--- src/rtl/ackport_pkg.sv ---
package ackport_pkg;

  // Edge events extracted from the synchronized acknowledge line
  typedef struct packed {
    logic fall;
    logic rise;
  } ack_evt_t;

  // Control state held by the handshake controller
  typedef struct packed {
    logic obf_n;
    logic irq;
    logic ovr;
  } ctl_state_t;

  localparam ctl_state_t CTL_RESET = '{obf_n: 1'b1, irq: 1'b0, ovr: 1'b0};

endpackage

--- src/rtl/ackport_sync.sv ---
module ackport_sync #(
  parameter int STAGES = 2
) (
  input  logic                  clk,
  input  logic                  rst_n,
  input  logic                  async_in,
  output ackport_pkg::ack_evt_t evt
);

  localparam int LAST = STAGES - 1;

  logic [LAST:0] chain_q;
  logic [LAST:0] chain_d;
  logic          prev_q;
  logic          prev_d;

  // Shift path written out stage by stage
  generate
    for (genvar i = 0; i < STAGES; i++) begin : g_stage
      if (i == 0) begin : g_first
        assign chain_d[i] = async_in;
      end else begin : g_rest
        assign chain_d[i] = chain_q[i-1];
      end
    end
  endgenerate

  assign prev_d = chain_q[LAST];

  // Idle level of the acknowledge line is high
  always_ff @(posedge clk or negedge rst_n) begin
    if (!rst_n) begin
      chain_q <= '1;
      prev_q  <= 1'b1;
    end else begin
      chain_q <= chain_d;
      prev_q  <= prev_d;
    end
  end

  always_comb begin
    evt.fall = prev_q & ~chain_q[LAST];
    evt.rise = ~prev_q & chain_q[LAST];
  end

endmodule

--- src/rtl/ackport_latch.sv ---
module ackport_latch #(
  parameter int DATA_W = 8
) (
  input  logic              clk,
  input  logic              rst_n,
  input  logic              load,
  input  logic [DATA_W-1:0] din,
  output logic [DATA_W-1:0] dout
);

  logic [DATA_W-1:0] word_q;
  logic [DATA_W-1:0] word_d;

  always_comb begin
    word_d = word_q;
    if (load) begin
      word_d = din;
    end
  end

  always_ff @(posedge clk or negedge rst_n) begin
    if (!rst_n) begin
      word_q <= '0;
    end else begin
      word_q <= word_d;
    end
  end

  assign dout = word_q;

endmodule

--- src/rtl/ackport_ctrl.sv ---
module ackport_ctrl (
  input  logic                  clk,
  input  logic                  rst_n,
  input  logic                  wr,
  input  logic                  int_en,
  input  ackport_pkg::ack_evt_t evt,
  output logic                  obf_n,
  output logic                  irq,
  output logic                  ovr
);

  import ackport_pkg::*;

  ctl_state_t st_q;
  ctl_state_t st_d;

  // Next-state: a write outranks any acknowledge event in the same cycle
  always_comb begin
    st_d = st_q;
    if (wr) begin
      st_d.obf_n = 1'b0;
      st_d.irq   = 1'b0;
      if (!st_q.obf_n) begin
        st_d.ovr = 1'b1;
      end
    end else begin
      if (evt.fall) begin
        st_d.obf_n = 1'b1;
      end
      if (evt.rise && st_q.obf_n && int_en) begin
        st_d.irq = 1'b1;
      end
    end
  end

  always_ff @(posedge clk or negedge rst_n) begin
    if (!rst_n) begin
      st_q <= CTL_RESET;
    end else begin
      st_q <= st_d;
    end
  end

  assign obf_n = st_q.obf_n;
  assign irq   = st_q.irq;
  assign ovr   = st_q.ovr;

endmodule

--- src/rtl/ackport.sv ---
module ackport #(
  parameter int DATA_W      = 8,
  parameter int SYNC_STAGES = 2
) (
  input  logic              clk,
  input  logic              rst_n,
  input  logic              wr_en,
  input  logic [DATA_W-1:0] wr_data,
  input  logic              int_en,
  output logic              irq,
  output logic              stat_full,
  output logic              stat_ovr,
  output logic [DATA_W-1:0] pdata,
  output logic              obf_n,
  input  logic              ack_n
);

  import ackport_pkg::*;

  ack_evt_t ack_evt;
  logic     obf_n_int;

  ackport_sync #(
    .STAGES(SYNC_STAGES)
  ) u_sync (
    .clk     (clk),
    .rst_n   (rst_n),
    .async_in(ack_n),
    .evt     (ack_evt)
  );

  ackport_latch #(
    .DATA_W(DATA_W)
  ) u_latch (
    .clk  (clk),
    .rst_n(rst_n),
    .load (wr_en),
    .din  (wr_data),
    .dout (pdata)
  );

  ackport_ctrl u_ctrl (
    .clk   (clk),
    .rst_n (rst_n),
    .wr    (wr_en),
    .int_en(int_en),
    .evt   (ack_evt),
    .obf_n (obf_n_int),
    .irq   (irq),
    .ovr   (stat_ovr)
  );

  assign obf_n     = obf_n_int;
  assign stat_full = ~obf_n_int;

endmodule

--- config.mk ---
export PLATFORM = sky130hd
export DESIGN_NAME = ackport
export DESIGN_NICKNAME = d
export VERILOG_FILES = /design/src/rtl/ackport_pkg.sv /design/src/rtl/ackport_sync.sv /design/src/rtl/ackport_latch.sv /design/src/rtl/ackport_ctrl.sv /design/src/rtl/ackport.sv
export SDC_FILE = /design/constraint.sdc
export NUM_CORES = 1
export LEC_CHECK = 0
export CORE_MARGIN = 2
export CORE_UTILIZATION = 30
export CTS_BUF_LIST = sky130_fd_sc_hd__clkbuf_16
export CTS_CLUSTER_DIAMETER = 200
export DETAILED_ROUTE_END_ITERATION = 10
export DONT_BUFFER_PORTS = 1
export GPL_TIMING_DRIVEN = 0
export PLACE_DENSITY = 0.41
export SYNTH_ARGS = -nofsm -noshare
export SYNTH_HDL_FRONTEND = slang
export SYNTH_SLANG_ARGS = --single-unit
--- constraint.sdc ---
create_clock -name clk -period 0.8 [get_ports clk]
set_input_delay 0.12 -clock clk [delete_from_list [all_inputs] [get_ports clk]]
set_output_delay 0.12 -clock clk [all_outputs]
set_load 0.1 [all_outputs]
==> metrics.txt <==
status complete, but fails checks; failing checks hold timing, setup timing; Clock Tree Root clkbuf_16; Worst-path clk slew roughly 50 ps; initial antenna violation count 0; grt ovf 0; final worst setup slack -970.2 ps; vias in the first global route between 200 and 250; kind of critical path reg2reg; nets 50; Yosys reg bits 14; largest area contributor in the netlist dfrtp_1; Tot Pwr 2.236 mW; sequential element share of the synthesized area between 60% and 70%; Core ar. around 1700 µm²; Residual DRC 0; H-tree Lvls 1; Initial Util a little over 30%; worst min-delay path class in2async; num rows 15; CP bufs+invs 1; Crit. Startpoint u_ctrl.obf_n$_DFFE_PN1P_; initial drt markers 2; CP delay by family, top flip-flops; via/cell ratio 4.925; Cells after Synth 30; Syn Std Cell Area 524.3 µm²; Hold Fails Final Rpt 10; clk sinks 14; Overall Global Routing Usage under 10%; Req. time, crit path roughly 920 ps; final wirelength 847 µm; Fmax ~560 MHz; R2R Path Start u_ctrl.obf_n$_DFFE_PN1P_; pwr dens 3231 nW/µm²; I/O pin cnt 25; Crit-path slowest cell dfstp_4; TritonCTS Buffers 3; critical path depth 2; crit start category flop; Antenna Cells 0; reg2reg setup slack -970 ps; first-pass GRT wire length ~990 µm; clock insertion delay at the later pin of the skew report 230 ps; Placed Instance Area 585.6 µm²; number of iterations in the first detailed-routing pass 2; layout cells sized above 1 between 70 and 80%; actual slew at the worst max-slew pin 612.1 ps; CTS tree done; Avg Inst Size Synth roughly 17 µm²; vias roughly 260; reg2reg end u_ctrl.ovr$_DFFE_PN0P_; post-CTS setup buffers 0; minimum clock period roughly 1800 ps; pre-CTS worst setup slack -972.7 ps; Die H ~46 µm; top cell type's share of synthesized area a little under half; RSZ-0062 raised after global routing true; Yosys cell types 10; clk_skew between 0.05 and 0.06 ps; fin. max-slew vios 0; Setup crit end u_ctrl.ovr$_DFFE_PN0P_; CP peak stage delay ~800 ps; Hold Slack -43.41 ps; antenna-violating nets left 0; Die Area roughly 2100 µm²; worst rel slew slack slightly below 60%; area grow syn2layout 31.98%; Final setup viols 23; LEAKAGE around 0.29 nW; Die W 45.81 µm; period utilization 221.3%; Max clock buf depth 2; CP Cell Sequence clkinvlp_4 -> a21o_2; DR WL/cell 15.98 µm; largest net degree at the start of global routing 15; CP Capture Type flop; port bufs 0; RePlAce Congestion 0.6881; Finished Cell Area roughly 690 µm²; Arr. time, crit path 1900 ps; max_cap viols 0; Reg2Reg Depth 2; Synthesis Warnings 0; crit-path max FO 3; top post-synthesis cells by area dfrtp_1 48%, dfstp_2 20%, mux2_4 20%, buf_6 2.1%, mux2_2 2.1%; syn nets 43; VDD IR-drop max around 1.5 mV
## routing by layer
layer | vias up | global-route usage (%) | part of all wire (%)
met2 | 17 | 10.99 | 46
met4 | 0 | 1.714 | 0
li1 | 113 | - | -
met1 | 131 | 8.108 | 42
met3 | 0 | 3.968 | 12
met5 | - | 0 | 0
## cells by family after synthesis
kind of cell	after synthesis	synth area share [%]
DFF	14	67.78
muxes	8	22.20
AOI/OAI and AO/OA	3	3.580
buffers and inverters	3	3.580
and+or+nand+nor	2	2.865
## worst reg2reg max path: stages (launching register included)
cell and delay [ps]:
dfstp_4 800, clkinvlp_4 520, a21o_2 350
## where the power goes
| group | switching (mW) | internal (mW) | total [mW] |
|---|---|---|---|
| Clock | 0.262 | 0.658 | 0.921 |
| Combinational | 0.0647 | 0.0741 | 0.139 |
| Sequential | 0.375 | 0.801 | 1.18 |
## registers in the layout (all words and copies together) (netlist names)
name	count
u_latch.dout	8
u_sync.chain_q	2
u_ctrl.irq	1
u_ctrl.obf_n	1
u_ctrl.ovr	1
u_sync.prev_q	1
## per-stage QoR
| step | utilization (%) | setup TNS, ps | hold slack (ps) | instances |
|---|---|---|---|---|
| floorplan | - | -4612 | -175.6 | 30 |
| global placement | 34.67 | -4745 | -175.2 | 47 |
| detailed placement | 34.67 | -4835 | -175.2 | 47 |
| CTS | 40.81 | -7802 | 24.76 | 53 |
| global route | 40.96 | -7361 | 15.31 | 53 |
| finish | 40.96 | -7080 | -43.41 | 53 |
## cell usage after synthesis
library cell	n
dfstp_2	4
a21oi_1	2
mux2_2	1
mux2_4	7
a21o_2	1
buf_6	1
dfrtp_1	10
inv_1	2
nand2b_1	1
nand4b_1	1
## cell type report
class                   instances  area, µm²
repair buffers                  2      22.52
plain buffers                   1      11.26
multi-input cells              13      150.1
clock buffers                   3      75.07
fillers                       155      997.2
well taps                      17      21.27
flip-flops and latches         14      396.6
clock inverters                 1      3.754
inverters                       2      11.26
## what timing repair did
item / 4_1_cts / 5_1_grt
endpoints found under the hold margin: 15 / 0
pin swaps: 2 / 0
endpoints found under the setup margin: 23 / 37
resized for setup: 2 / 1
hold buffers: 2 / 0
## worst min-delay path by stage
stage / from / to / slack (ps) / cells past startpoint
global placement: rst_n / u_latch.dout[0]$_DFFE_PN0P_ / -180 / 0
CTS: wr_data[3] / u_latch.dout[3]$_DFFE_PN0P_ / 20 / 1
finish: rst_n / u_latch.dout[0]$_DFFE_PN0P_ / -40 / 1
global route: rst_n / u_latch.dout[0]$_DFFE_PN0P_ / 20 / 1
floorplan: rst_n / u_ctrl.irq$_DFFE_PN0P_ / -180 / 0
detailed placement: rst_n / u_latch.dout[0]$_DFFE_PN0P_ / -180 / 0
## cells in the final DEF, fill, tap and decap left out, types with 2 or more instances in the layout
master     instances
inv_1              2
mux2_4             7
dfrtp_4           10
a21oi_1            2
clkbuf_16          3
dfstp_2            3
Power figures use the tool's default switching activity.
